## config.mk

```make
export PLATFORM = sky130hd
export DESIGN_NAME = sram_bus_ctrl
export DESIGN_NICKNAME = d
export VERILOG_FILES = /design/src/rtl/sramc_pkg.sv /design/src/rtl/sramc_phase_timer.sv /design/src/rtl/sramc_sequencer.sv /design/src/rtl/sramc_datapath.sv /design/src/rtl/sram_bus_ctrl.sv
export SDC_FILE = /design/constraint.sdc
export NUM_CORES = 1
export LEC_CHECK = 0
export BUFFER_PORTS_ARGS = -buffer_cell sky130_fd_sc_hd__buf_2
export CAP_MARGIN = 20
export CORE_AREA = 10 10 97 82
export CTS_CLUSTER_DIAMETER = 30
export DETAILED_ROUTE_END_ITERATION = 8
export DIE_AREA = 0 0 107 92
export GPL_ROUTABILITY_DRIVEN = 0
export PLACE_DENSITY = 0.85
export SYNTH_ARGS = -nofsm -noshare
export SYNTH_HDL_FRONTEND = slang
export SYNTH_SLANG_ARGS = --single-unit
```

## constraint.sdc

```tcl
create_clock -name clk -period 1.3 [get_ports clk]
set_input_delay 0.065 -clock clk [delete_from_list [all_inputs] [get_ports clk]]
set_output_delay 0.065 -clock clk [all_outputs]
set_load 0.02 [all_outputs]
```

## src/rtl/sramc_pkg.sv

```systemverilog
`timescale 1ns/1ps
package sramc_pkg;

    localparam int unsigned SRAM_AW = 18;
    localparam int unsigned SRAM_DW = 16;
    localparam int unsigned LANE_W  = 8;
    localparam int unsigned LANES   = SRAM_DW / LANE_W;

    typedef enum logic [2:0] {
        ST_IDLE,
        ST_WSET,
        ST_WPUL,
        ST_WREC,
        ST_RTRN,
        ST_RACC,
        ST_RREL
    } sramc_state_e;

    // Captured request fields carried through the datapath
    typedef struct packed {
        logic [SRAM_AW-1:0] addr;
        logic [SRAM_DW-1:0] wdata;
        logic [LANES-1:0]   be;
    } sramc_req_t;

    // Memory-side controls decoded from the sequencer state
    typedef struct packed {
        logic ce_n;
        logic oe_n;
        logic we_n;
        logic lanes_on;
        logic dq_drive;
    } sramc_ctrl_t;

    // Whole cycles covering a nanosecond minimum, never below one
    function automatic int unsigned ns2cyc(input int unsigned ns, input int unsigned clk_ns);
        int unsigned r;
        r = (ns + clk_ns - 1) / clk_ns;
        return (r == 0) ? 1 : r;
    endfunction

    function automatic int unsigned umax(input int unsigned a, input int unsigned b);
        return (a > b) ? a : b;
    endfunction

endpackage

```

## src/rtl/sramc_phase_timer.sv

```systemverilog
`timescale 1ns/1ps
module sramc_phase_timer #(
    parameter int unsigned CNT_W = 4
) (
    input  logic             clk,
    input  logic             rst,
    input  logic             load,
    input  logic [CNT_W-1:0] load_val,
    output logic             done
);
    logic [CNT_W-1:0] cnt;

    always_ff @(posedge clk) begin
        if (rst) begin
            cnt <= '0;
        end else if (load) begin
            cnt <= load_val;
        end else if (cnt != '0) begin
            cnt <= cnt - 1'b1;
        end
    end

    assign done = (cnt == '0);
endmodule

```

## src/rtl/sramc_sequencer.sv

```systemverilog
`timescale 1ns/1ps
module sramc_sequencer
    import sramc_pkg::*;
#(
    parameter int unsigned WSET_CYC = 1,
    parameter int unsigned WPUL_CYC = 2,
    parameter int unsigned WREC_CYC = 1,
    parameter int unsigned RTRN_CYC = 1,
    parameter int unsigned RACC_CYC = 3,
    parameter int unsigned RREL_CYC = 2,
    parameter int unsigned CNT_W    = 2
) (
    input  logic        clk,
    input  logic        rst,
    input  logic        fire,
    input  logic        req_we,
    output sramc_ctrl_t ctrl,
    output logic        capture,
    output logic        ready
);
    sramc_state_e state, nxt;
    int unsigned  len_nxt;
    logic         done;
    logic         load;

    always_comb begin
        nxt = state;
        unique case (state)
            ST_IDLE: if (fire) nxt = req_we ? ST_WSET : ST_RTRN;
            ST_WSET: if (done) nxt = ST_WPUL;
            ST_WPUL: if (done) nxt = ST_WREC;
            ST_WREC: if (done) nxt = ST_IDLE;
            ST_RTRN: if (done) nxt = ST_RACC;
            ST_RACC: if (done) nxt = ST_RREL;
            ST_RREL: if (done) nxt = ST_IDLE;
            default: nxt = ST_IDLE;
        endcase
    end

    always_comb begin
        unique case (nxt)
            ST_WSET: len_nxt = WSET_CYC;
            ST_WPUL: len_nxt = WPUL_CYC;
            ST_WREC: len_nxt = WREC_CYC;
            ST_RTRN: len_nxt = RTRN_CYC;
            ST_RACC: len_nxt = RACC_CYC;
            ST_RREL: len_nxt = RREL_CYC;
            default: len_nxt = 1;
        endcase
    end

    assign load = (nxt != state);

    sramc_phase_timer #(.CNT_W(CNT_W)) u_timer (
        .clk      (clk),
        .rst      (rst),
        .load     (load),
        .load_val (CNT_W'(len_nxt - 1)),
        .done     (done)
    );

    always_ff @(posedge clk) begin
        if (rst) state <= ST_IDLE;
        else     state <= nxt;
    end

    always_comb begin
        ctrl.ce_n     = (state == ST_IDLE);
        ctrl.oe_n     = (state != ST_RACC);
        ctrl.we_n     = (state != ST_WPUL);
        ctrl.lanes_on = (state != ST_IDLE);
        ctrl.dq_drive = (state == ST_WSET) || (state == ST_WPUL) || (state == ST_WREC);
    end

    assign capture = (state == ST_RACC) && done;
    assign ready   = (state == ST_IDLE);
endmodule

```

## src/rtl/sramc_datapath.sv

```systemverilog
`timescale 1ns/1ps
module sramc_datapath
    import sramc_pkg::*;
(
    input  logic               clk,
    input  logic               rst,
    input  logic               fire,
    input  sramc_req_t         req_in,
    input  sramc_ctrl_t        ctrl,
    input  logic               capture,
    input  logic [SRAM_DW-1:0] dq_in,
    output logic [SRAM_AW-1:0] sram_addr,
    output logic [LANES-1:0]   be_n,
    output logic [SRAM_DW-1:0] dq_out,
    output logic               dq_oe,
    output logic               rsp_valid,
    output logic [SRAM_DW-1:0] rsp_data
);
    sramc_req_t         held;
    logic [SRAM_DW-1:0] lane_mask;

    always_ff @(posedge clk) begin
        if (rst)       held <= '0;
        else if (fire) held <= req_in;
    end

    for (genvar l = 0; l < LANES; l++) begin : g_lane
        assign lane_mask[l*LANE_W +: LANE_W] = {LANE_W{held.be[l]}};
        assign be_n[l] = !(ctrl.lanes_on && held.be[l]);
    end

    always_ff @(posedge clk) begin
        if (rst) begin
            rsp_valid <= 1'b0;
            rsp_data  <= '0;
        end else begin
            rsp_valid <= capture;
            if (capture) rsp_data <= dq_in & lane_mask;
        end
    end

    assign sram_addr = held.addr;
    assign dq_out    = held.wdata;
    assign dq_oe     = ctrl.dq_drive;
endmodule

```

## src/rtl/sram_bus_ctrl.sv

```systemverilog
`timescale 1ns/1ps
module sram_bus_ctrl
    import sramc_pkg::*;
#(
    parameter int unsigned CLK_NS  = 5,
    parameter int unsigned T_WP_NS = 10,
    parameter int unsigned T_DS_NS = 7,
    parameter int unsigned T_WC_NS = 12,
    parameter int unsigned T_AA_NS = 12,
    parameter int unsigned T_OE_NS = 6,
    parameter int unsigned T_HZ_NS = 6
) (
    input  logic               clk,
    input  logic               rst,
    input  logic               req_valid,
    output logic               req_ready,
    input  logic               req_we,
    input  logic [SRAM_AW-1:0] req_addr,
    input  logic [SRAM_DW-1:0] req_wdata,
    input  logic [LANES-1:0]   req_be,
    output logic               rsp_valid,
    output logic [SRAM_DW-1:0] rsp_data,
    output logic [SRAM_AW-1:0] sram_addr,
    output logic               sram_ce_n,
    output logic               sram_oe_n,
    output logic               sram_we_n,
    output logic               sram_lb_n,
    output logic               sram_ub_n,
    output logic [SRAM_DW-1:0] sram_dq_out,
    output logic               sram_dq_oe,
    input  logic [SRAM_DW-1:0] sram_dq_in
);
    localparam int unsigned WSET_CYC = 1;
    localparam int unsigned WPUL_CYC = umax(ns2cyc(T_WP_NS, CLK_NS), ns2cyc(T_DS_NS, CLK_NS));
    localparam int unsigned WC_CYC   = ns2cyc(T_WC_NS, CLK_NS);
    localparam int unsigned WREC_CYC = (WC_CYC > WSET_CYC + WPUL_CYC) ?
                                       (WC_CYC - WSET_CYC - WPUL_CYC) : 1;
    localparam int unsigned RTRN_CYC = 1;
    localparam int unsigned RACC_CYC = umax(ns2cyc(T_AA_NS, CLK_NS), ns2cyc(T_OE_NS, CLK_NS));
    localparam int unsigned RREL_CYC = ns2cyc(T_HZ_NS, CLK_NS);
    localparam int unsigned MAX_CYC  = umax(umax(WPUL_CYC, WREC_CYC), umax(RACC_CYC, RREL_CYC));
    localparam int unsigned CNT_W    = (MAX_CYC < 2) ? 1 : $clog2(MAX_CYC);

    sramc_ctrl_t      ctrl;
    sramc_req_t       req_in;
    logic             fire;
    logic             capture;
    logic [LANES-1:0] be_n;

    assign fire         = req_valid && req_ready;
    assign req_in.addr  = req_addr;
    assign req_in.wdata = req_wdata;
    assign req_in.be    = req_be;

    sramc_sequencer #(
        .WSET_CYC (WSET_CYC),
        .WPUL_CYC (WPUL_CYC),
        .WREC_CYC (WREC_CYC),
        .RTRN_CYC (RTRN_CYC),
        .RACC_CYC (RACC_CYC),
        .RREL_CYC (RREL_CYC),
        .CNT_W    (CNT_W)
    ) u_seq (
        .clk     (clk),
        .rst     (rst),
        .fire    (fire),
        .req_we  (req_we),
        .ctrl    (ctrl),
        .capture (capture),
        .ready   (req_ready)
    );

    sramc_datapath u_dp (
        .clk       (clk),
        .rst       (rst),
        .fire      (fire),
        .req_in    (req_in),
        .ctrl      (ctrl),
        .capture   (capture),
        .dq_in     (sram_dq_in),
        .sram_addr (sram_addr),
        .be_n      (be_n),
        .dq_out    (sram_dq_out),
        .dq_oe     (sram_dq_oe),
        .rsp_valid (rsp_valid),
        .rsp_data  (rsp_data)
    );

    assign sram_ce_n = ctrl.ce_n;
    assign sram_oe_n = ctrl.oe_n;
    assign sram_we_n = ctrl.we_n;
    assign sram_lb_n = be_n[0];
    assign sram_ub_n = be_n[1];
endmodule

```

==> flow_summary.ini <==
[worst_setup_path]
startpoint = u_seq.state[0]
rr_startpoint = u_seq.state[0]
critical-path-top-delay-family = simple AND/OR/NAND/NOR gates
crit_required_ns = 1.24
path_buf_inv = 3
cp_max_fo = 4
start_kind = flop
r2r_cells = 4
setup.worst_path.end_class = primary output
max_stage_delay_ns = 0.41
worstReg2RegEnd = u_dp.dq_out[3]
crit_chain = buf_6 > or3_4 > inv_2 > buf_6
crit_arrival_ns = 1.39
endpoint = req_ready
worst-setup-path-type = flop to primary output
reg2reg_slack_ns = -0.10
cpMostUsedCell = buf_6
critical_path_cell_count = 4
crit_path_top_delay_cell = or3_4

[global_route]
grt_use_met2 = 0.285
antenna_found_initial = 0
met1_usage = 0.151
grt_usage = 0.154
grt_max_degree = 32
grt_pass1_vias = 2466
grt-busiest-layer = met2
grt_use_met3 = 0.0790
gr-total-overflow = 0
grt_pass1_wl_um = 12300

[layout]
fin_cells = 506
final_nets = 473
design_area_um2 = 3680
final_cell_mix = buf_2 (107), nand2_1 (76), dfxtp_1 (55), dlygate4sd3_1 (52), a21oi_1 (33)
final_common_cell = buf_2
area_delta_synth_final_pct = 52.5
antenna_cells = 0
regArea_um2 = 1160
multiInputGateArea_um2 = 915
layout-drive-gt1-share = 0.408
fillCellCount = 534

[synthesis]
syn_avg_cell_area_um2 = 8.85
syn_area_um2 = 2420
yosys.area.top_type = dfxtp_1
synth_top_area_share = 0.481
ys_seq_elements = 58
yosys_warnings = 0
seq_area_frac_synth = 0.481
synth_area_leaders = dfxtp_1 (48%), nand2_1 (12%), buf_4 (11%)
synth_cells = 273
synth_cell_types = 30
synth_fp_nets = 329

[sta]
period_needed_ns = 1.45
max_freq_mhz = 689
fin_setup_tns_ns = -3.47
rsz0062_at_grt = yes
finalHoldViolations = 0
slew_headroom = 0.762
worstMarginPinSlew_ns = 0.358
maxSlewViolCount = 0
setup_viol = 42
worst_slack_ns = -0.152
period_share = 1.12
fin_skew_ns = 0.00594

[hold_path]
hp-class = primary input to flop
hold_depth = 4

[drt]
initialDrtViolationCount = 56
viasPerCell = 4.66
drt-wirelength-per-cell_um = 15.1
route.detailed.drc = 0
antenna_left = 0
vias = 2358
first_pass_iters = 6
drt-total-wl_um = 7640

[job]
drv_cap = 0

[outcome]
status = finished with violations
violations = negative setup slack

[clock_network]
insertion_delay_ns = 0.33
ctsRootBufferMaster = clkbuf_8
htree_num_levels = 3
cts_made_buffers = 9
clockBufferDepth = 2
cts_tree = yes
clock-sinks = 58
cts.clk_slew.worst_paths_ns = 0.07

[die]
die_x_um = 107
io_pins = 114
die-area_um2 = 9840
design.core.area_um2 = 6120
die_h_um = 92
fp-row-count = 26
start_util = 0.395

[placed_design]
dpl_cell_area_um2 = 2850
io_buffers = 113
dp_cells = 436
dp_slack_ns = -0.0924
dp_hpwl_um = 4850

[pwr]
p_leak_uw = 0.00171
switching_power_uw = 1840
swShare = 0.331
clock_power_share = 0.280
p_int_uw = 3710
p_comb_frac = 0.341
p_total_uw = 5550
power_density_nw_per_um2 = 1510
irDropWorstVdd_mv = 0.966
p_seq_frac = 0.379
==> per-stage QoR <==
step | hold WS (ns) | util
after floorplan | 0.191 | -
after global routing | 0.122 | 0.602
after global placement | 0.273 | 0.466
after CTS | 0.0811 | 0.594
final | 0.0925 | 0.602
after detailed placement | 0.280 | 0.466
==> worst min path at each step <==
stage | from | end | slack, ns
2_1_floorplan | sram_dq_in[6] | u_dp.rsp_data[6] | 0.19
3_3_place_gp | sram_dq_in[1] | u_dp.rsp_data[1] | 0.27
3_5_place_dp | sram_dq_in[3] | u_dp.rsp_data[3] | 0.28
4_1_cts | req_we | u_seq.state[2] | 0.08
5_1_grt | req_we | u_seq.state[2] | 0.12
6_report | req_we | u_seq.state[2] | 0.09
==> cell type report <==
cell class | count | area share
Clock buffer | 10 | 0.0346
Clock inverter | 6 | 0.0156
Inverter | 1 | 0.00102
Multi-Input combinational cell | 162 | 0.248
Sequential cell | 58 | 0.316
Tap cell | 84 | 0.0285
Timing Repair Buffer | 185 | 0.356
==> power by group through the flow <==
stage	logic (uW)	clock network [uW]	registers (uW)
after floorplan	1290	0	2120
after global placement	1530	0	2120
after detailed placement	1560	0	2130
after CTS	1830	1630	2100
after global routing	2060	1700	2130
final	1890	1550	2100
==> metal layers <==
| metal | share of wire | up-vias |
|---|---|---|
| met1 | 0.38 | 1103 |
| met4 | 0.0089 | 0 |
| met3 | 0.086 | 10 |
| li1 | - | 1166 |
| met2 | 0.53 | 79 |
| met5 | 0 | - |
==> sequential cells by signal, indices dropped and copies added, names as in the netlist <==
signal             flops
u_seq.u_timer.cnt      2
u_seq.state            3
u_dp.dq_out           16
u_dp.sram_addr        18
u_dp.held              2
u_dp.rsp_valid         1
u_dp.rsp_data         16
==> worst reg2reg max path, cell delays in order (launching register included) <==
cell	delay, ns
dfxtp_2	0.33
or4b_1	0.59
buf_12	0.20
nand2_1	0.09
a21oi_1	0.06
==> synth_stat cells (all sizes together) <==
| master | number |
|---|---|
| buf | 50 |
| o21bai | 2 |
| o21a | 1 |
| inv | 1 |
| nor4b | 2 |
| a211oi | 2 |
| or3 | 1 |
| o21ai | 2 |
| and2b | 1 |
| a21o | 2 |
| a21oi | 39 |
| dfxtp | 58 |
| or3b | 1 |
| nor3 | 1 |
| a211o | 1 |
| a22o | 16 |
| nor3b | 1 |
| nand2 | 79 |
| and2 | 1 |
| and3 | 2 |
| a31oi | 2 |
| nor2 | 5 |
| clkbuf | 2 |
| or4b | 1 |
==> repair_timing <==
action | 4_1_cts | 5_1_grt
hold buffers | 52 | 0
setup endpoints to repair | 55 | 59
pin swaps | 2 | 0
resized for setup | 20 | 11
cloned | 0 | 0
hold endpoints to repair | 52 | 0
setup buffers | 3 | 0
==> kinds of logic after synthesis <==
logic type	count (synthesis)	synth area share
AO/OA/AOI/OAI	67	0.178
flip-flops	58	0.481
buffers and inverters	53	0.166
AND/OR/NAND/NOR	95	0.175
Note: power is estimated with default switching activity, not from simulation.
